## config.mk

```make
export PLATFORM = sky130hd
export DESIGN_NAME = tdm_frame_tx
export DESIGN_NICKNAME = d
export VERILOG_FILES = /design/src/rtl/tdm_tx_pkg.sv /design/src/rtl/tdm_tx_bclk.sv /design/src/rtl/tdm_tx_timer.sv /design/src/rtl/tdm_tx_datapath.sv /design/src/rtl/tdm_frame_tx.sv
export SDC_FILE = /design/constraint.sdc
export NUM_CORES = 1
export LEC_CHECK = 0
export ABC_AREA = 1
export BUFFER_PORTS_ARGS = -buffer_cell sky130_fd_sc_hd__buf_2
export CAP_MARGIN = 10
export CORE_ASPECT_RATIO = 2
export CORE_MARGIN = 3
export CORE_UTILIZATION = 50
export DETAILED_ROUTE_END_ITERATION = 8
export HOLD_SLACK_MARGIN = 0.15
export PLACE_DENSITY_LB_ADDON = 0.15
export SLEW_MARGIN = 10
export SYNTH_ARGS = -nofsm -noshare
export SYNTH_HDL_FRONTEND = slang
export SYNTH_HIERARCHICAL = 1
export SYNTH_SLANG_ARGS = --single-unit
```

## constraint.sdc

```tcl
create_clock -name clk -period 4.8 [get_ports clk]
set_input_delay 0.48 -clock clk [delete_from_list [all_inputs] [get_ports clk]]
set_output_delay 0.48 -clock clk [all_outputs]
set_load 0.05 [all_outputs]
```

## src/rtl/tdm_tx_pkg.sv

```systemverilog
package tdm_tx_pkg;

  // sample width in bits for a data size code
  function automatic logic [5:0] data_bits(input logic [2:0] code);
    case (code)
      3'd0:    data_bits = 6'd8;
      3'd1:    data_bits = 6'd10;
      3'd2:    data_bits = 6'd16;
      3'd3:    data_bits = 6'd20;
      3'd4:    data_bits = 6'd24;
      default: data_bits = 6'd32;
    endcase
  endfunction

  // slot width in bits for a slot size code
  function automatic logic [5:0] slot_bits(input logic [1:0] sz, input logic [2:0] ds);
    case (sz)
      2'd0:    slot_bits = data_bits(ds);
      2'd1:    slot_bits = 6'd16;
      default: slot_bits = 6'd32;
    endcase
  endfunction

endpackage

```

## src/rtl/tdm_tx_bclk.sv

```systemverilog
module tdm_tx_bclk #(
  parameter int DIV_W = 8
) (
  input  logic             clk,
  input  logic             rst_n,
  input  logic             enable,
  input  logic [DIV_W-1:0] cfg_div,
  output logic             bclk_en
);
  logic [DIV_W-1:0] cnt;

  assign bclk_en = enable && (cnt == cfg_div);

  always_ff @(posedge clk or negedge rst_n) begin
    if (!rst_n)       cnt <= '0;
    else if (!enable) cnt <= '0;
    else if (bclk_en) cnt <= '0;
    else              cnt <= cnt + 1'b1;
  end

  AST_BCLK_GAP: assert property (@(posedge clk) disable iff (!rst_n)
    bclk_en |=> (cfg_div == '0 || !bclk_en));

  AST_BCLK_OFF: assert property (@(posedge clk) disable iff (!rst_n)
    !enable |-> !bclk_en);
endmodule

```

## src/rtl/tdm_tx_timer.sv

```systemverilog
module tdm_tx_timer
  import tdm_tx_pkg::*;
#(
  parameter int FRM_W = 8,
  parameter int FSW_W = 7,
  parameter int SLOTS = 16,
  parameter int BIS_W = 5,
  parameter int SIW   = 5
) (
  input  logic             clk,
  input  logic             rst_n,
  input  logic             enable,
  input  logic             tick,
  input  logic [FRM_W-1:0] cfg_frame_len_m1,
  input  logic [FSW_W-1:0] cfg_fs_width_m1,
  input  logic             cfg_fs_early,
  input  logic             cfg_fs_active_high,
  input  logic             cfg_fs_chan_id,
  input  logic [1:0]       cfg_slot_size,
  input  logic [2:0]       cfg_data_size,
  output logic [FRM_W-1:0] nx_pos,
  output logic [BIS_W-1:0] nx_bis,
  output logic [SIW-1:0]   nx_slot,
  output logic             fs_out
);
  localparam int LW = FRM_W + 1;

  logic             run;
  logic [FRM_W-1:0] pos;
  logic [BIS_W-1:0] bis;
  logic [SIW-1:0]   slot;
  logic [5:0]       sw;
  logic             wrap;
  logic [LW-1:0]    flen, win, refp;
  logic             fs_lvl;

  assign sw   = slot_bits(cfg_slot_size, cfg_data_size);
  assign wrap = !run || (pos == cfg_frame_len_m1);

  always_comb begin
    nx_pos = wrap ? '0 : pos + 1'b1;
    if (wrap) begin
      nx_bis  = '0;
      nx_slot = '0;
    end else if (6'(bis) == sw - 6'd1) begin
      nx_bis  = '0;
      nx_slot = (slot == SIW'(SLOTS)) ? slot : slot + 1'b1;
    end else begin
      nx_bis  = bis + 1'b1;
      nx_slot = slot;
    end
  end

  // sync window evaluated on the position about to be driven
  always_comb begin
    flen = LW'(cfg_frame_len_m1) + 1'b1;
    win  = cfg_fs_chan_id ? (flen >> 1) : LW'(cfg_fs_width_m1) + 1'b1;
    if (cfg_fs_early)
      refp = (nx_pos == cfg_frame_len_m1) ? '0 : LW'(nx_pos) + 1'b1;
    else
      refp = LW'(nx_pos);
    fs_lvl = (refp < win) ? cfg_fs_active_high : !cfg_fs_active_high;
  end

  always_ff @(posedge clk or negedge rst_n) begin
    if (!rst_n) begin
      run    <= 1'b0;
      pos    <= '0;
      bis    <= '0;
      slot   <= '0;
      fs_out <= 1'b1;
    end else if (!enable) begin
      run    <= 1'b0;
      fs_out <= !cfg_fs_active_high;
    end else if (tick) begin
      run    <= 1'b1;
      pos    <= nx_pos;
      bis    <= nx_bis;
      slot   <= nx_slot;
      fs_out <= fs_lvl;
    end
  end

  AST_FRAME_WRAP: assert property (@(posedge clk) disable iff (!rst_n)
    (enable && tick && run && pos == cfg_frame_len_m1) |=> (pos == '0));

  AST_POS_HOLD: assert property (@(posedge clk) disable iff (!rst_n)
    (enable && !tick) |=> $stable(pos));

  AST_FIRST_POS: assert property (@(posedge clk) disable iff (!rst_n)
    (enable && tick && !run) |=> (pos == '0 && run));
endmodule

```

## src/rtl/tdm_tx_datapath.sv

```systemverilog
module tdm_tx_datapath
  import tdm_tx_pkg::*;
#(
  parameter int SMP_W = 32,
  parameter int SLOTS = 16,
  parameter int BIS_W = 5,
  parameter int SIW   = 5,
  parameter int CNT_W = 4
) (
  input  logic             clk,
  input  logic             rst_n,
  input  logic             enable,
  input  logic             tick,
  input  logic [BIS_W-1:0] nx_bis,
  input  logic [SIW-1:0]   nx_slot,
  input  logic [CNT_W-1:0] cfg_slot_cnt_m1,
  input  logic [SLOTS-1:0] cfg_slot_mask,
  input  logic [2:0]       cfg_data_size,
  input  logic [BIS_W-1:0] cfg_first_bit,
  input  logic             cfg_msb_first,
  input  logic             cfg_tristate_idle,
  input  logic             cfg_mute,
  input  logic             cfg_mute_last,
  input  logic             s_valid,
  input  logic [SMP_W-1:0] s_data,
  input  logic             underrun_clr,
  output logic             s_ready,
  output logic             sd_out,
  output logic             sd_oe,
  output logic             underrun
);
  localparam int IDX_W = $clog2(SMP_W);

  logic [SMP_W-1:0] cur, last, fetch, smp_nx;
  logic             slot_on, load, in_data, bit_val, miss;
  logic [5:0]       dbits, kk;
  logic [IDX_W-1:0] idx;

  assign slot_on = (nx_slot <= SIW'(cfg_slot_cnt_m1)) && cfg_slot_mask[nx_slot[SIW-2:0]];
  assign load    = tick && slot_on && (nx_bis == '0);
  assign s_ready = load && !cfg_mute;
  assign miss    = load && !cfg_mute && !s_valid;

  always_comb begin
    if (cfg_mute)     fetch = cfg_mute_last ? last : '0;
    else if (s_valid) fetch = s_data;
    else              fetch = '0;
    smp_nx  = load ? fetch : cur;
    dbits   = data_bits(cfg_data_size);
    kk      = 6'(nx_bis) - 6'(cfg_first_bit);
    in_data = (nx_bis >= cfg_first_bit) && (kk < dbits);
    idx     = IDX_W'(cfg_msb_first ? (dbits - 6'd1 - kk) : kk);
    bit_val = smp_nx[idx];
  end

  always_ff @(posedge clk or negedge rst_n) begin
    if (!rst_n) begin
      sd_out <= 1'b0;
      sd_oe  <= 1'b0;
      cur    <= '0;
      last   <= '0;
    end else if (!enable) begin
      sd_out <= 1'b0;
      sd_oe  <= 1'b0;
    end else if (tick) begin
      sd_out <= slot_on && in_data && bit_val;
      sd_oe  <= slot_on || !cfg_tristate_idle;
      cur    <= smp_nx;
      if (load && !cfg_mute) last <= fetch;
    end
  end

  always_ff @(posedge clk or negedge rst_n) begin
    if (!rst_n)            underrun <= 1'b0;
    else if (miss)         underrun <= 1'b1;
    else if (underrun_clr) underrun <= 1'b0;
  end

  AST_UNDERRUN_STICKY: assert property (@(posedge clk) disable iff (!rst_n)
    (underrun && !underrun_clr) |=> underrun);

  AST_QUIET_WHEN_RELEASED: assert property (@(posedge clk) disable iff (!rst_n)
    !sd_oe |-> !sd_out);

  AST_IDLE_AFTER_STOP: assert property (@(posedge clk) disable iff (!rst_n)
    !enable |=> (!sd_oe && !sd_out));

  AST_MUTE_NO_TAKE: assert property (@(posedge clk) disable iff (!rst_n)
    cfg_mute |-> !s_ready);
endmodule

```

## src/rtl/tdm_frame_tx.sv

```systemverilog
module tdm_frame_tx #(
  parameter int DIV_W = 8,
  parameter int FRM_W = 8,
  parameter int FSW_W = 7,
  parameter int SLOTS = 16,
  parameter int SMP_W = 32
) (
  input  logic                     clk,
  input  logic                     rst_n,
  input  logic                     enable,
  input  logic [DIV_W-1:0]         cfg_bclk_div,
  input  logic [FRM_W-1:0]         cfg_frame_len_m1,
  input  logic [FSW_W-1:0]         cfg_fs_width_m1,
  input  logic                     cfg_fs_early,
  input  logic                     cfg_fs_active_high,
  input  logic                     cfg_fs_chan_id,
  input  logic [$clog2(SLOTS)-1:0] cfg_slot_cnt_m1,
  input  logic [SLOTS-1:0]         cfg_slot_mask,
  input  logic [1:0]               cfg_slot_size,
  input  logic [2:0]               cfg_data_size,
  input  logic [$clog2(SMP_W)-1:0] cfg_first_bit,
  input  logic                     cfg_msb_first,
  input  logic                     cfg_tristate_idle,
  input  logic                     cfg_mute,
  input  logic                     cfg_mute_last,
  input  logic                     s_valid,
  output logic                     s_ready,
  input  logic [SMP_W-1:0]         s_data,
  input  logic                     underrun_clr,
  output logic                     bclk_en,
  output logic                     fs_out,
  output logic                     sd_out,
  output logic                     sd_oe,
  output logic                     underrun
);
  localparam int CNT_W = $clog2(SLOTS);
  localparam int SIW   = CNT_W + 1;
  localparam int BIS_W = $clog2(SMP_W);

  logic [FRM_W-1:0] nx_pos;
  logic [BIS_W-1:0] nx_bis;
  logic [SIW-1:0]   nx_slot;

  tdm_tx_bclk #(.DIV_W(DIV_W)) u_bclk (
    .clk     (clk),
    .rst_n   (rst_n),
    .enable  (enable),
    .cfg_div (cfg_bclk_div),
    .bclk_en (bclk_en)
  );

  tdm_tx_timer #(
    .FRM_W(FRM_W), .FSW_W(FSW_W), .SLOTS(SLOTS), .BIS_W(BIS_W), .SIW(SIW)
  ) u_timer (
    .clk                (clk),
    .rst_n              (rst_n),
    .enable             (enable),
    .tick               (bclk_en),
    .cfg_frame_len_m1   (cfg_frame_len_m1),
    .cfg_fs_width_m1    (cfg_fs_width_m1),
    .cfg_fs_early       (cfg_fs_early),
    .cfg_fs_active_high (cfg_fs_active_high),
    .cfg_fs_chan_id     (cfg_fs_chan_id),
    .cfg_slot_size      (cfg_slot_size),
    .cfg_data_size      (cfg_data_size),
    .nx_pos             (nx_pos),
    .nx_bis             (nx_bis),
    .nx_slot            (nx_slot),
    .fs_out             (fs_out)
  );

  tdm_tx_datapath #(
    .SMP_W(SMP_W), .SLOTS(SLOTS), .BIS_W(BIS_W), .SIW(SIW), .CNT_W(CNT_W)
  ) u_data (
    .clk               (clk),
    .rst_n             (rst_n),
    .enable            (enable),
    .tick              (bclk_en),
    .nx_bis            (nx_bis),
    .nx_slot           (nx_slot),
    .cfg_slot_cnt_m1   (cfg_slot_cnt_m1),
    .cfg_slot_mask     (cfg_slot_mask),
    .cfg_data_size     (cfg_data_size),
    .cfg_first_bit     (cfg_first_bit),
    .cfg_msb_first     (cfg_msb_first),
    .cfg_tristate_idle (cfg_tristate_idle),
    .cfg_mute          (cfg_mute),
    .cfg_mute_last     (cfg_mute_last),
    .s_valid           (s_valid),
    .s_data            (s_data),
    .underrun_clr      (underrun_clr),
    .s_ready           (s_ready),
    .sd_out            (sd_out),
    .sd_oe             (sd_oe),
    .underrun          (underrun)
  );

  AST_READY_ON_TICK: assert property (@(posedge clk) disable iff (!rst_n)
    s_ready |-> bclk_en);

  AST_FRAME_START_SYNC: assert property (@(posedge clk) disable iff (!rst_n)
    (bclk_en && nx_pos == '0 && !cfg_fs_early) |=> (fs_out == cfg_fs_active_high));
endmodule

```

==> metrics.csv <==
metric;value;unit
post-DP HPWL;15600;microns
Syn-to-layout area delta;14.2;%
Worst setup EP type;primary output;
Clock Skews;0.0135;ns
Max Cap Viol;0;
R2R depth;25;
Die Span Y;176;microns
post-route clock period utilization;92.7;%
maximum resistive drop on vdd;0.000199;V
first-pass GRT wire length;33100;microns
# nets final;1262;
WL/cell;15.2;microns
power density cells;233;nW/um^2
CP required;4.32;ns
startpoint types;input pin;
total die area;16000;sq um
I/O pin count;103;
Synth Net Count;1168;
Slew HR;32.7;%
RSZ-0062 raised after global routing;no;
Initial Utilization;51.5;%
CTS tree;yes;
syn avg cell area;6.95;sq um
post-route cell area;8220;sq um
Setup violations, final;0;
Post-DP Area;7880;sq um
Pleak;4.22;nW
Final Util;58.9;%
largest net degree at the start of global routing;62;
worst hold path class;in -> async;
cts bufs inserted;9;
Antenna Cells;0;
status;finished clean;
H-tree Lvls;3;
arrival time at the worst endpoint;3.97;ns
TritonCTS sink count;95;
root buffer cell;clkbuf_16;
Mapped Cells;1036;
vias per std cell;5.36;
synthesized area;7200;sq um
row cnt;61;
GP Congestion;0.926;
Slew Limit Fails;0;
Port Buffers;102;
CP Class;in -> out;
Tot GR Track Use;25.7;%
Critical R2R Capture;u_data/sd_out;
via count;7096;
routed wire length;20100;microns
DR DRC count;0;
gr ovfl total;0;
die extent in x;90.8;microns
layout cells sized above 1;16.6;%
Detail Route Antenna Nets;0;
FF-to-FF setup slack;0.63;ns
FMAX;225;MHz
initial antenna violation count;0;
R2R Path Start;u_timer/pos[1];
Clock transition at path regs;0.08;ns
Synth Warn #;6;
Worst setup startpoint;cfg_slot_size[0];
Fin. Hold Viols;0;
Core Region;14000;sq um
hold buffers post-CTS;0;
latest clock arrival within the worst-skew pair;0.35;ns
min cycle time layout;4.45;ns
DRT iter0 DRCs;288;
vias in the first global route;7066;
worst-case clock buffer depth;2;
critical path fanouts, max;36;
Worst Tran Pin Value;1.01;ns
DR pass1 iterations;5;
[sequential cells by signal, summed over array words and instances (netlist names)]
name             count
u_data/sd_out        1
u_timer/bis          5
u_data/last         32
u_timer/fs_out       1
u_timer/run          1
u_data/underrun      1
u_timer/pos          8
u_data/sd_oe         1
u_data/cur          32
u_bclk/cnt           8
u_timer/slot         5
[worst max-delay path by stage]
stage / slack [ns] / to / cells past startpoint
floorplan: 0.49 / u_data/last[28] / 26
global placement: 0.15 / u_data/sd_out / 27
global route: 0.04 / s_ready / 23
CTS: 0.16 / s_ready / 23
finish: 0.35 / s_ready / 23
detailed placement: -0.004 / u_data/sd_out / 27
[per-layer routing]
metal	vias up	global-route usage (%)	routed length (microns)
li1	3566	-	-
met1	3304	26.2	7170
met2	177	51.5	11500
met3	49	2.57	678
met4	0	11.3	765
met5	-	0	0
[cells in the final DEF, fill, tap and decap left out, drive strengths merged, types with 3 or more instances in the layout]
cell	instances
nor3	13
nand3	141
xnor2	13
clkinv	3
clkbuf	10
nor2	62
nand4	16
o21ai	103
ha	33
a21oi	19
a211oi	4
a22oi	32
xor2	18
inv	152
nand2	287
buf	116
dfrtp	94
[critical path: stages]
cell      delay (ns)
buf_2           0.12
inv_1           0.05
nand2_1         0.05
nor2_1          0.15
nand3_1         0.13
ha_1            0.32
o21ai_0         0.08
a21oi_1         0.13
nand4_1         0.13
nor3b_2         0.20
nand2_2         0.12
inv_2           0.15
nor2_1          0.07
a211oi_2        0.31
inv_4           0.10
ha_1            0.30
nand3_1         0.07
nand3b_1        0.15
nand2_1         0.15
nand4_4         0.13
buf_6           0.23
nor2_4          0.16
buf_6           0.18
[power breakdown]
group          switching [W]  internal (W)
sequential         0.0000109      0.000823
combinational       0.000210      0.000122
clock               0.000337      0.000413
[final cells by class]
class | instances | area (sq um)
Timing Repair Buffer | 116 | 628
Inverter | 151 | 571
Sequential cell | 95 | 2380
Clock buffer | 10 | 229
Tap cell | 189 | 236
Clock inverter | 6 | 75.1
Multi-Input combinational cell | 757 | 4100
Fill cell | 1431 | 5750
[metrics by stage]
| stage | setup WS [ns] | setup TNS, ns | hold WS [ns] | cells | total power, W |
|---|---|---|---|---|---|
| finish | 0.348 | 0 | 0.207 | 1324 | 0.00192 |
| floorplan | 0.486 | 0 | 0.184 | 1036 | 0.00105 |
| detailed placement | -0.00403 | -0.00403 | 0.461 | 1307 | 0.00118 |
| global placement | 0.147 | 0 | 0.457 | 1307 | 0.00118 |
| global route | 0.0448 | 0 | 0.280 | 1324 | 0.00200 |
| CTS | 0.160 | 0 | 0.263 | 1323 | 0.00193 |
[repair_timing]
action | in CTS | in global routing
setup endpoints to repair | 0 | 15
resized for setup | 0 | 9
setup buffers | 0 | 1
No activity file was read; power rests on OpenSTA's default activity.
